[src/rtl/boot_cmd_pkg.sv]
// Shared command codes and the decoded-command type for the boot-window
// interpreter. Assumes a 16-bit data path for the code values.
package boot_cmd_pkg;
    localparam logic [15:0] CODE_WARM  = 16'h00F0;
    localparam logic [15:0] CODE_ARM   = 16'h00E0;
    localparam logic [15:0] CODE_IDENT = 16'h0090;

    typedef enum logic [1:0] {
        BC_WARM,
        BC_ARM,
        BC_IDENT,
        BC_UNKNOWN
    } boot_cmd_e;
endpackage

[src/rtl/boot_win_decode.sv]
// Combinational address and value decoder.
// Works out whether a write falls in one of the two boot windows or hits an
// address register, and classifies the value as a first-cycle command.
// Assumes the windows do not overlap the register offsets.
module boot_win_decode
    import boot_cmd_pkg::*;
#(
    parameter int unsigned     ADDR_W   = 16,
    parameter int unsigned     DATA_W   = 16,
    parameter logic [ADDR_W-1:0] WA_HI  = 16'h01FF,
    parameter logic [ADDR_W-1:0] WB_LO  = 16'h8000,
    parameter logic [ADDR_W-1:0] WB_HI  = 16'h800F,
    parameter logic [ADDR_W-1:0] BLK_OFS = 16'hC010,
    parameter logic [ADDR_W-1:0] PG_OFS  = 16'hC011
) (
    input  logic [ADDR_W-1:0] addr,
    input  logic [DATA_W-1:0] data,
    output logic              in_win,
    output logic              is_blk,
    output logic              is_pg,
    output logic              data_zero,
    output boot_cmd_e         cmd
);
    // Address classification.
    always_comb begin
        in_win = (addr <= WA_HI) || ((addr >= WB_LO) && (addr <= WB_HI));
        is_blk = (addr == BLK_OFS);
        is_pg  = (addr == PG_OFS);
    end

    // Value classification for a first-cycle write.
    always_comb begin
        data_zero = (data == '0);
        if (data == DATA_W'(CODE_WARM))       cmd = BC_WARM;
        else if (data == DATA_W'(CODE_ARM))   cmd = BC_ARM;
        else if (data == DATA_W'(CODE_IDENT)) cmd = BC_IDENT;
        else                                  cmd = BC_UNKNOWN;
    end
endmodule

[src/rtl/boot_addr_regs.sv]
// Block- and page-address registers, with the page step after a load and the
// sector index built from both. Assumes blk_we, pg_we and step never
// coincide; the top enforces this through its stall.
module boot_addr_regs #(
    parameter int unsigned DATA_W      = 16,
    parameter int unsigned BLK_FIELD_W = 12,
    parameter int unsigned BLK_W       = 13,
    parameter logic [BLK_W-1:0] DENS_MASK = 13'h1000,
    parameter int unsigned PG_W        = 8,
    parameter int unsigned PG_STEP     = 4,
    localparam int unsigned SEC_W      = BLK_W + PG_W
) (
    input  logic              clk,
    input  logic              rst_n,
    input  logic              clr,
    input  logic              blk_we,
    input  logic              pg_we,
    input  logic              step,
    input  logic [DATA_W-1:0] wdata,
    output logic [DATA_W-1:0] block,
    output logic [PG_W-1:0]   page,
    output logic [SEC_W-1:0]  sector
);
    logic [BLK_W-1:0] blk_num;

    // Register update: reset, warm clear, host writes, page step.
    always_ff @(posedge clk) begin
        if (!rst_n || clr) begin
            block <= '0;
            page  <= '0;
        end else begin
            if (blk_we) block <= wdata;
            if (pg_we)  page  <= wdata[PG_W-1:0];
            if (step)   page  <= page + PG_W'(PG_STEP);
        end
    end

    // Sector index: merged block number above the full page field.
    always_comb begin
        blk_num = BLK_W'(block[BLK_FIELD_W-1:0]);
        if (block[DATA_W-1]) blk_num = blk_num | DENS_MASK;
        sector = {blk_num, page};
    end
endmodule

[src/rtl/boot_id_seq.sv]
// Writes the three identification words into boot-buffer indexes 0..2, one
// per cycle, starting the cycle after start. Each word is the low byte of
// its source with the high byte zeroed. Assumes start only while idle.
module boot_id_seq #(
    parameter int unsigned DATA_W = 16,
    parameter int unsigned N_WORDS = 3,
    localparam int unsigned IDX_W = $clog2(N_WORDS + 1)
) (
    input  logic              clk,
    input  logic              rst_n,
    input  logic              start,
    input  logic [DATA_W-1:0] man,
    input  logic [DATA_W-1:0] dev,
    input  logic [DATA_W-1:0] wps,
    output logic              busy,
    output logic [IDX_W-1:0]  idx,
    output logic [DATA_W-1:0] wdata
);
    // Word counter: runs 0..N_WORDS-1 while busy.
    always_ff @(posedge clk) begin
        if (!rst_n) begin
            busy <= 1'b0;
            idx  <= '0;
        end else if (start) begin
            busy <= 1'b1;
            idx  <= '0;
        end else if (busy) begin
            if (idx == IDX_W'(N_WORDS - 1)) begin
                busy <= 1'b0;
                idx  <= '0;
            end else begin
                idx <= idx + 1'b1;
            end
        end
    end

    // Data select: low byte of the source picked by the index.
    always_comb begin
        wdata = '0;
        case (idx)
            IDX_W'(0): wdata[7:0] = man[7:0];
            IDX_W'(1): wdata[7:0] = dev[7:0];
            default:   wdata[7:0] = wps[7:0];
        endcase
    end
endmodule

[src/rtl/boot_cmd_ctrl.sv]
// Boot-window command interpreter (top).
// Decodes window writes into warm reset, the two-write page load and the
// identification store. Holds a load request until it is acknowledged and
// stalls the write port during loads and identification writes.
// Assumes the host honours wr_stall; writes made while it is high are dropped.
module boot_cmd_ctrl
    import boot_cmd_pkg::*;
#(
    parameter int unsigned ADDR_W      = 16,
    parameter int unsigned DATA_W      = 16,
    parameter int unsigned BLK_FIELD_W = 12,
    parameter int unsigned BLK_W       = 13,
    parameter logic [BLK_W-1:0] DENS_MASK = 13'h1000,
    parameter logic [ADDR_W-1:0] BLK_OFS = 16'hC010,
    parameter logic [ADDR_W-1:0] PG_OFS  = 16'hC011,
    localparam int unsigned PG_W       = 8,
    localparam int unsigned SEC_W      = BLK_W + PG_W
) (
    input  logic              clk,
    input  logic              rst_n,
    input  logic              wr_en,
    input  logic [ADDR_W-1:0] wr_addr,
    input  logic [DATA_W-1:0] wr_data,
    output logic              wr_stall,
    input  logic [DATA_W-1:0] manuf_id,
    input  logic [DATA_W-1:0] device_id,
    input  logic [DATA_W-1:0] wp_state,
    output logic              load_req,
    output logic [SEC_W-1:0]  load_sector,
    input  logic              load_ack,
    output logic              bbuf_we,
    output logic [1:0]        bbuf_idx,
    output logic [DATA_W-1:0] bbuf_wdata,
    output logic              warm_rst,
    output logic              unk_cmd,
    output logic              load_armed,
    output logic [DATA_W-1:0] cur_block,
    output logic [PG_W-1:0]   cur_page
);
    logic             accept, in_win, is_blk, is_pg, data_zero;
    boot_cmd_e        cmd;
    logic             first_cyc, do_warm, do_arm, do_ident, do_unk, do_load;
    logic             id_busy, step;
    logic [1:0]       id_idx;
    logic [SEC_W-1:0] sector;

    boot_win_decode #(
        .ADDR_W(ADDR_W), .DATA_W(DATA_W),
        .BLK_OFS(BLK_OFS), .PG_OFS(PG_OFS)
    ) u_dec (
        .addr(wr_addr), .data(wr_data), .in_win(in_win), .is_blk(is_blk),
        .is_pg(is_pg), .data_zero(data_zero), .cmd(cmd)
    );

    // Write acceptance and command qualification.
    always_comb begin
        accept    = wr_en && !wr_stall;
        first_cyc = accept && in_win && !load_armed;
        do_warm   = first_cyc && (cmd == BC_WARM);
        do_arm    = first_cyc && (cmd == BC_ARM);
        do_ident  = first_cyc && (cmd == BC_IDENT);
        do_unk    = first_cyc && (cmd == BC_UNKNOWN);
        do_load   = accept && in_win && load_armed && data_zero;
        step      = load_req && load_ack;
    end

    boot_addr_regs #(
        .DATA_W(DATA_W), .BLK_FIELD_W(BLK_FIELD_W), .BLK_W(BLK_W),
        .DENS_MASK(DENS_MASK), .PG_W(PG_W), .PG_STEP(4)
    ) u_regs (
        .clk(clk), .rst_n(rst_n), .clr(do_warm),
        .blk_we(accept && is_blk), .pg_we(accept && is_pg), .step(step),
        .wdata(wr_data), .block(cur_block), .page(cur_page), .sector(sector)
    );

    boot_id_seq #(.DATA_W(DATA_W), .N_WORDS(3)) u_id (
        .clk(clk), .rst_n(rst_n), .start(do_ident),
        .man(manuf_id), .dev(device_id), .wps(wp_state),
        .busy(id_busy), .idx(id_idx), .wdata(bbuf_wdata)
    );

    // Two-cycle load state: armed by the first write, cleared by the second.
    always_ff @(posedge clk) begin
        if (!rst_n) begin
            load_armed <= 1'b0;
        end else if (do_arm) begin
            load_armed <= 1'b1;
        end else if (accept && in_win) begin
            load_armed <= 1'b0;
        end
    end

    // Load request: captured sector held until acknowledged.
    always_ff @(posedge clk) begin
        if (!rst_n) begin
            load_req    <= 1'b0;
            load_sector <= '0;
        end else if (do_load) begin
            load_req    <= 1'b1;
            load_sector <= sector;
        end else if (step) begin
            load_req    <= 1'b0;
        end
    end

    // Warm-reset pulse and sticky unknown-command flag.
    always_ff @(posedge clk) begin
        if (!rst_n) begin
            warm_rst <= 1'b0;
            unk_cmd  <= 1'b0;
        end else begin
            warm_rst <= do_warm;
            if (do_unk) unk_cmd <= 1'b1;
        end
    end

    // Port-side outputs.
    always_comb begin
        wr_stall = load_req || id_busy;
        bbuf_we  = id_busy;
        bbuf_idx = id_idx;
    end
endmodule

[config.mk]
export PLATFORM = sky130hd
export DESIGN_NAME = boot_cmd_ctrl
export DESIGN_NICKNAME = d
export VERILOG_FILES = /design/src/rtl/boot_cmd_pkg.sv /design/src/rtl/boot_win_decode.sv /design/src/rtl/boot_addr_regs.sv /design/src/rtl/boot_id_seq.sv /design/src/rtl/boot_cmd_ctrl.sv
export SDC_FILE = /design/constraint.sdc
export NUM_CORES = 1
export LEC_CHECK = 0
export ABC_AREA = 1
export BUFFER_PORTS_ARGS = -buffer_cell sky130_fd_sc_hd__buf_2
export CORE_UTILIZATION = 50
export CTS_BUF_LIST = sky130_fd_sc_hd__clkbuf_2 sky130_fd_sc_hd__clkbuf_4 sky130_fd_sc_hd__clkbuf_8
export CTS_CLUSTER_DIAMETER = 30
export DETAILED_ROUTE_END_ITERATION = 16
export HOLD_SLACK_MARGIN = 0.03
export MAX_ROUTING_LAYER = met4
export PLACE_DENSITY = 0.88
export SLEW_MARGIN = 25
export SYNTH_ARGS = -nofsm -noshare
export SYNTH_HDL_FRONTEND = slang
export SYNTH_SLANG_ARGS = --single-unit
[constraint.sdc]
create_clock -name clk -period 3.5 [get_ports clk]
set_input_delay 0.525 -clock clk [delete_from_list [all_inputs] [get_ports clk]]
set_output_delay 0.525 -clock clk [all_outputs]
set_load 0.1 [all_outputs]
==> impl_metrics.yaml, run 1 <==
floorplan:
  ios: 153
  die_y_um: 77.0
  start_util_pct: 53.3
  core-area_mm2: 0.00527
  die-area_mm2: 0.00592
  die_w_um: 77.0
  rows: 26
synth:
  syn_avg_cell_area_um2: 6.10
  synth-seq-cells: 52
  yosys.cell_types.count: 26
  synth_area_mm2: 0.00281
  synth_warnings: 0
  synth.largest_area_cell: "dfxtp_1"
  async_flop_share_pct: 0
  synth_top_area_share_pct: 37.0
  synth-edff-count: 0
  syn_inst: 461
  ys_seq_area_share_pct: 37.0
  yosys-top-cells-area: "dfxtp_1, nand2_1, nor2_1"
  yosysMostFrequentCell: "nand2_1"
  synth_common_cells: "nand2_1, nor2_1, inv_1"
  synthFlopType: "dfxtp_1"
sta:
  max_freq_ghz: 0.422
  hold_viol: 0
  slew_headroom_pct: 47.8
  period_minus_slack_ps: 2370
  rsz0062_at_grt: "false"
  maxSlewViolCount: 0
  period_share_pct: 67.7
  worstMarginPinSlew_ps: 782
  finalClockSkew_ps: 5.27
  tns_ps: 0
  setup_viol: 0
clock_tree:
  cts_setup_buffers: 0
  clk_latency_ps: 310
  cts_max_path_buffers: 2
  htreeDepth: 2
  cts_num_sinks: 52
  cts-root-buf: "clkbuf_8"
  cts_buffers: 5
  clk_pin_slew_ps: 90
  cts_resized: 0
  tritoncts: "yes"
  hold_buffers: 0
pwr:
  fin_total_pwr_mw: 1.11
  p_per_area_mw_per_mm2: 320
  p_leak_nw: 2.00
  ir_worst_vdd_uv: 202
detailed_routing:
  postRouteAntennaNets: 0
  drtIter0Drc: 147
  wl_per_cell_um: 10.4
  finalWirelength_mm: 6.69
  viasPerCell: 4.63
  drc_errors: 0
  first_pass_iters: 5
  vias: 2981
global_route:
  gr-total-overflow: 0
  antenna_found_initial: 0
  grt.total_usage_pct: 25.2
  grt_pass1_wl_mm: 11.8
  grt_pass1_vias: 2832
  grt_max_degree: 44
cells_and_area:
  drive_gt1_share_pct: 26.1
  antenna_cells: 0
  area.growth.synth_to_final_pct: 23.6
  nNetsFinal: 658
critical_path:
  crit_path_max_incr_delay_ps: 470
  r2r_cells: 7
  r2r_slack_ps: 1580
  crit_fanout: 12
  path_class: "reg2out"
  critPathArrivalTime_ps: 1850
  r2r_end: "load_sector[17]$_SDFFE_PN0P_"
  reg2reg_from: "load_armed$_SDFFE_PN0P_"
  crit_chain: "nor2_1 > nand2_1 > nand3_1 > buf_2"
  cp-end-kind: "output pin"
  cp_slowest_cell: "nor2_1"
  required_ps: 2970
  startpoint_type: "flop"
min_path:
  hp-class: "reg2reg"
  min_path_cells: 2
  hold_path.startpoint: "unk_cmd$_SDFFE_PN0P_"
  holdPathEnd: "unk_cmd$_SDFFE_PN0P_"
run_status:
  status: "finished clean"
placed_design:
  place_congestion: 0.844
  hpwl_mm: 4.98
  port_buffers: 120
run:
  maxCapViolations: 0
[cell families (layout without fill, tap and decap cells)]
logic type / count (synthesis) / count (layout) / share of synthesized area [%]
DFF: 52 / 52 / 37.0
and+or+nand+nor: 266 / 266 / 39.2
xor gates and xnor gates: 1 / 1 / 0.312
adders and majority gates: 1 / 1 / 0.445
AOI/OAI and AO/OA: 33 / 33 / 6.10
buffers and inverters: 107 / 213 / 16.8
other: 1 / 8 / 0.133
[per-layer routing]
layer	GRT usage (%)	vias to the layer above	part of all wire (%)
li1	-	1559	-
met4	6.04	0	0.94
met1	26.7	1303	41
met2	46.3	111	51
met3	7.02	8	7.4
met5	-	-	0
[critical path: cells and delay by family (launching register included)]
| kind | cells | cell delay, ps |
|---|---|---|
| flops | 1 | 420 |
| buf+inv | 1 | 430 |
| simple gates | 3 | 690 |
[registers in the layout (all words and copies together), names as in the netlist, 2 cells and up]
register and count:
u_regs.block 16, u_id.idx 2, u_regs.page 8, load_sector 21
[area by class of cell]
type,count,area (um^2)
inverters,85,319
well taps,70,87.6
fillers,509,1800
flip-flops and latches,52,1040
clock buffers,8,97.6
multi-input cells,309,1330
repair buffers,120,601
[layout by cell type (no fill, tap or decap)]
| master | Yosys | routed |
|---|---|---|
| o21ai_0 | 19 | 19 |
| o21bai_1 | 1 | 1 |
| o21ai_1 | 6 | 6 |
| a21oi_1 | 6 | 6 |
| nand2_1 | 126 | 126 |
| xor2_1 | 1 | 1 |
| inv_2 | 1 | 1 |
| nor2_2 | 11 | 11 |
| nand3_1 | 22 | 21 |
| ha_1 | 1 | 1 |
| conb_1 | 1 | 8 |
| nand3b_1 | 1 | 1 |
| nand3_2 | 1 | 2 |
| nand2_2 | 3 | 3 |
| inv_1 | 84 | 84 |
| dfxtp_1 | 52 | 52 |
| or2_2 | 1 | 1 |
| clkbuf_8 | 0 | 6 |
| o21ai_2 | 1 | 1 |
| nor2_4 | 2 | 2 |
| clkbuf_4 | 0 | 2 |
| nor2_1 | 96 | 96 |
| buf_2 | 8 | 120 |
| nand4_1 | 2 | 2 |
| nand2_4 | 1 | 1 |
[how the worst max path moves through the flow]
stage / startpoint / endpoint / slack (ps)
floorplan: u_id.idx[1]$_SDFFE_PP0P_ / bbuf_wdata[2] / 670
global placement: wr_addr[10] / u_regs.block[11]$_SDFFE_PP0P_ / 1140
detailed placement: wr_addr[10] / u_regs.block[11]$_SDFFE_PP0P_ / 1020
CTS: u_id.idx[1]$_SDFFE_PP0P_ / bbuf_wdata[0] / 1110
global route: u_id.idx[1]$_SDFFE_PP0P_ / bbuf_wdata[4] / 940
finish: u_id.idx[1]$_SDFFE_PP0P_ / bbuf_wdata[0] / 1130
[per-stage QoR]
step	cells	utilization, %	setup WS (ps)	instance area [um^2]	hold WS (ps)
after floorplan	468	-	666	2840	646
after global placement	636	64.0	1140	3370	455
after CTS	644	65.8	1110	3470	494
after global routing	644	65.9	942	3470	512
final	644	65.9	1130	3470	492
after detailed placement	636	64.0	1020	3370	477
[power breakdown]
part / internal, mW / leakage (nW) / switching [mW]
logic: 0.0379 / 1.53 / 0.119
clock network: 0.177 / 0.0523 / 0.188
registers: 0.591 / 0.419 / 0.0000727
total: 0.806 / 2.00 / 0.307
Power figures use the tool's default switching activity.
==> run 2, diff against run 1 <==
Settings changed: ABC_AREA 1 to 0, CORE_UTILIZATION 50 to 45, PLACE_DENSITY 0.88 to 0.83.
Clock period 3.5 ns to 2.4 ns, I/O delays scaled along.
==> run 2 against run 1 <==
Register-to-register slack worse by 1200 ps. Wire length is 0.64% higher. Setup slack got worse by 850 ps. Hold slack lost 190 ps. Cell area down 1.6%. Highest routed layer unchanged. Clock-buffer cell count down 1. Via count fell by 14%. Sequential share of layout area increased by 0.60 points.
==> impl_metrics.yaml, run 2 <==
detailed_routing:
  wl_met1_mm: 2.95
  postRouteAntennaNets: 0
  wl_met3_um: 471
  highest_layer: "met4"
  vias: 2559
  viasPerCell: 5.32
  drtIter0Drc: 206
  first_pass_iters: 4
  finalWirelength_mm: 6.73
  wl_per_cell_um: 14.0
  drc_errors: 0
  met2_wirelength_mm: 3.25
placed_design:
  hpwl_mm: 5.02
  port_buffers: 120
  placed_cells: 473
  dpl_worst_slack_ps: 171
  dpl_cell_area_mm2: 0.00329
  place_congestion: 0.808
cells_and_area:
  final_common_cell: "buf_2"
  antenna_cells: 0
  reg_top3: "load_sector: 21 flops, u_regs.block: 16 flops, u_regs.page: 8 flops"
  largest_reg_flops: 21
  mostFrequentLayoutCells: "buf_2, dfxtp_1, nand3_1"
  fin_util_pct: 62.1
  largest_register: "load_sector"
  final_cell_count_no_fill: 481
  area.growth.synth_to_final_pct: 32.6
  drive_gt1_share_pct: 39.1
  fillers: 501
  finalInstanceArea_mm2: 0.00342
  register_area_mm2: 0.00104
  nNetsFinal: 493
  multiInputGateArea_mm2: 0.00147
clock_tree:
  cts_resized: 0
  clk_pin_slew_ps: 80
  cts_buffers: 5
  cts_setup_buffers: 0
  clk_latency_ps: 310
  htreeDepth: 2
  cts-root-buf: "clkbuf_8"
  hold_buffers: 0
  cts_max_path_buffers: 2
  cts_num_sinks: 52
  tritoncts: "yes"
sta:
  period_share_pct: 88.2
  maxSlewViolCount: 0
  worst_slack_ps: 283
  finalClockSkew_ps: 9.18
  tns_ps: 0
  slew_headroom_pct: 60.6
  hold_viol: 0
  max_freq_ghz: 0.472
  period_minus_slack_ps: 2120
  whs_ps: 302
  setup_viol: 0
  worstMarginPinSlew_ps: 590
  rsz0062_at_grt: "false"
synth:
  synth_top_area_share_pct: 40.4
  synth-seq-cells: 52
  synth-edff-count: 0
  synth_common_cells: "dfxtp_1, o21ai_0, nand3_1"
  synthFlopType: "dfxtp_1"
  yosysMostFrequentCell: "dfxtp_1"
  ys_seq_area_share_pct: 40.4
  synth.largest_area_cell: "dfxtp_1"
  yosys.cell_types.count: 45
  async_flop_share_pct: 0
  synth_area_mm2: 0.00258
  syn_inst: 291
  synth_warnings: 0
  yosys-top-cells-area: "dfxtp_1, mux2i_1, o21ai_0"
  syn_avg_cell_area_um2: 8.86
critical_path:
  startpoint: "u_id.idx[1]$_SDFFE_PP0P_"
  startpoint_type: "flop"
  r2r_slack_ps: 430
  crit_path_max_incr_delay_ps: 710
  r2r_cells: 5
  crit_fanout: 18
  path_class: "reg2out"
  cp-end-kind: "output pin"
  r2r_end: "u_regs.page[6]$_SDFFE_PP0P_"
  reg2reg_from: "load_req$_SDFFE_PN0P_"
  required_ps: 2040
  critPathArrivalTime_ps: 1760
  cp_slowest_cell: "dfxtp_2"
  crit_chain: "nand2_1 > o21ai_4 > buf_2"
global_route:
  gr-total-overflow: 0
  grt.total_usage_pct: 23.8
  grt_pass1_vias: 2406
  grt_pass1_wl_mm: 11.0
  grt_max_degree: 30
  antenna_found_initial: 0
pwr:
  internal_power_mw: 1.29
  power.share.switching_pct: 25.7
  p_leak_nw: 1.58
  combPwrFrac_pct: 13.4
  seqPwrFrac_pct: 49.5
  power_frac_clock_pct: 37.1
  p_per_area_mw_per_mm2: 509
  ir_worst_vdd_uv: 436
  p_sw_mw: 0.448
  fin_total_pwr_mw: 1.74
floorplan:
  die-area_mm2: 0.00604
  die_w_um: 77.7
  core-area_mm2: 0.00551
  rows: 27
  die_y_um: 77.7
  ios: 153
  start_util_pct: 46.8
min_path:
  holdPathEnd: "u_regs.block[15]$_SDFFE_PP0P_"
  hp-class: "in2reg"
  min_path_cells: 3
  hold_path.startpoint: "wr_data[15]"
run_status:
  status: "finished clean"
run:
  maxCapViolations: 0
## run 2: worst max-delay path by stage
stage | end | slack [ps] | cells after the start
after CTS | bbuf_wdata[7] | 280 | 3
after detailed placement | load_sector[0]$_SDFFE_PN0P_ | 170 | 5
after global routing | u_regs.page[6]$_SDFFE_PP0P_ | 170 | 5
final | bbuf_wdata[7] | 280 | 3
after global placement | u_regs.page[6]$_SDFFE_PP0P_ | 240 | 6
after floorplan | u_regs.block[0]$_SDFFE_PP0P_ | 110 | 6
## run 2: power groups by stage
stage | sequential, mW | combinational, mW | clock [mW]
2_1_floorplan | 0.884 | 0.167 | 0
3_3_place_gp | 0.882 | 0.230 | 0
3_5_place_dp | 0.882 | 0.233 | 0
4_1_cts | 0.862 | 0.233 | 0.655
5_1_grt | 0.862 | 0.244 | 0.688
6_report | 0.862 | 0.233 | 0.646
## run 2: layout make-up
| cell class | instances | area share [%] |
|---|---|---|
| multi-input combinational | 216 | 43.0 |
| sequential | 52 | 30.6 |
| timing repair buffer | 130 | 19.8 |
| clock buffer | 7 | 2.82 |
| tap | 72 | 2.64 |
| clock inverter | 1 | 0.878 |
| inverter | 3 | 0.329 |
## run 2: kinds of logic (layout without fill, tap and decap cells)
| logic type | Yosys count | after routing | share of synthesized area (%) |
|---|---|---|---|
| simple gates | 107 | 107 | 22.4 |
| compound gates | 73 | 73 | 18.8 |
| flops | 52 | 52 | 40.4 |
| buf+inv | 30 | 141 | 7.33 |
| mux | 27 | 27 | 10.5 |
| fa+ha+maj | 1 | 1 | 0.485 |
| other cells | 1 | 8 | 0.145 |
## run 2: worst max-delay path: cells and delay by family (launching register included)
kind	cells	cell delay (ps)
flops	1	710
buf+inv	1	440
compound gates	1	90
simple gates	1	200
## run 2: routing by layer
layer  track usage [%]  vias up
li1                  -     1266
met1              28.6     1186
met2              39.2       99
met3              5.88        8
met4              7.17        0
met5                 -        -
==> run 3, diff against run 2 <==
Settings changed: CORE_UTILIZATION 45 to 29, PLACE_DENSITY 0.83 to default.
==> run 3 against run 2 <==
Power shrank 8.1%. Sequential power is essentially flat. Utilization shrank 23 points. Wire length grew 10%. Critical endpoint is now bbuf_wdata[4]. Sequential cell count is the same.
==> impl_metrics.yaml, run 3 (synthesis gave the netlist of run 2 again) <==
global_route:
  grt_pass1_wl_mm: 11.5
  grt.total_usage_pct: 16.6
  grt_max_degree: 30
  grt_pass1_vias: 2328
  gr-total-overflow: 0
  antenna_found_initial: 0
sta:
  setup_viol: 0
  slew_headroom_pct: 61.2
  worstMarginPinSlew_ps: 582
  whs_ps: 297
  maxSlewViolCount: 0
  period_minus_slack_ps: 2110
  finalClockSkew_ps: 10.1
  period_share_pct: 88.0
  max_freq_ghz: 0.474
  rsz0062_at_grt: "false"
  tns_ps: 0
  hold_viol: 0
cells_and_area:
  fin_util_pct: 39.5
  nNetsFinal: 492
  antenna_cells: 0
  largest_reg_flops: 21
  mostFrequentLayoutCells: "buf_2, dfxtp_1, nand3_1"
  drive_gt1_share_pct: 38.8
  area.growth.synth_to_final_pct: 32.9
  reg_top3: "load_sector: 21 flops, u_regs.block: 16 flops, u_regs.page: 8 flops"
  final_common_cell: "buf_2"
  final_cell_count_no_fill: 515
  largest_register: "load_sector"
detailed_routing:
  wl_per_cell_um: 14.4
  first_pass_iters: 4
  postRouteAntennaNets: 0
  finalWirelength_mm: 7.43
  viasPerCell: 4.99
  drtIter0Drc: 121
  drc_errors: 0
  vias: 2572
clock_tree:
  cts_setup_buffers: 0
  tritoncts: "yes"
  cts_resized: 0
  clk_latency_ps: 310
  cts-root-buf: "clkbuf_8"
  cts_num_sinks: 52
  htreeDepth: 2
  clk_pin_slew_ps: 100
  hold_buffers: 0
  cts_buffers: 5
  cts_max_path_buffers: 2
critical_path:
  cp_slowest_cell: "dfxtp_2"
  cp_num_buf_inv: 1
  cp_top_family: "flip-flops"
  required_ps: 2040
  startpoint_type: "flop"
  critPathArrivalTime_ps: 1750
  crit_path_max_incr_delay_ps: 710
  crit_chain: "nand2_1 > o21ai_4 > buf_2"
  cp-end-kind: "output pin"
  path_class: "reg2out"
  crit_fanout: 18
floorplan:
  ios: 153
  die-area_mm2: 0.00927
  rows: 34
  core-area_mm2: 0.00868
  die_w_um: 96.3
  die_y_um: 96.3
  start_util_pct: 29.7
pwr:
  p_per_area_mw_per_mm2: 467
  p_leak_nw: 1.56
  ir_worst_vdd_uv: 199
placed_design:
  place_congestion: 0.745
  hpwl_mm: 5.52
  placed_cells: 508
  port_buffers: 120
run_status:
  status: "finished clean"
run:
  maxCapViolations: 0
min_path:
  hp-class: "in2reg"
## run 3: cell types whose count changed in the layout (fill, tap and decap cells not counted), sizes merged
cell      delta
clkinvlp     +1
bufinv       -1
clkbuf       -2
inv          +1
buf          -1
## run 3: area by class of cell
cell class,count,area (um^2)
Clock buffer,5,68.8
Clock inverter,2,16.3
Fill cell,923,5250
Inverter,3,11.3
Multi-Input combinational cell,216,1470
Sequential cell,52,1040
Tap cell,108,135
Timing Repair Buffer,129,681
## run 3: worst min-delay path, delay by kind of cell
family        cells  cell delay [ps]
buf+inv           1               90
simple gates      1               70
mux               1               60
## run 3: routing by layer
metal | track usage, % | vias up | wire length, um
li1 | - | 1266 | -
met1 | 21.6 | 1213 | 3520
met2 | 26.7 | 87 | 3350
met3 | 3.63 | 6 | 497
met4 | 3.31 | 0 | 53
met5 | - | - | 0
## run 3: worst paths after layout
| kind | from | endpoint | slack, ps | depth (start not counted) |
|---|---|---|---|---|
| worst max-delay path | u_id.idx[1]$_SDFFE_PP0P_ | bbuf_wdata[4] | 290 | 3 |
| worst min-delay path | wr_data[15] | u_regs.block[15]$_SDFFE_PP0P_ | 300 | 3 |
| worst max register to register | u_id.busy$_SDFF_PN0_ | u_id.idx[0]$_SDFFE_PP0P_ | 390 | 5 |
| worst min register to register | unk_cmd$_SDFFE_PN0P_ | unk_cmd$_SDFFE_PN0P_ | 470 | 1 |
## run 3: power breakdown
part           total, mW  leakage [nW]  switching (mW)  internal [mW]
Sequential         0.862         0.420       0.0000899          0.862
Combinational      0.235          1.10           0.171         0.0638
Clock              0.504        0.0406           0.300          0.204
## run 3: metrics by stage
| stage | power, mW | instance area, um^2 | worst slack (ps) |
|---|---|---|---|
| global route | 1.67 | 3430 | 182 |
| detailed placement | 1.12 | 3340 | 143 |
| finish | 1.60 | 3430 | 289 |
| global placement | 1.12 | 3340 | 140 |
| CTS | 1.62 | 3430 | 268 |
| floorplan | 1.05 | 2700 | 115 |
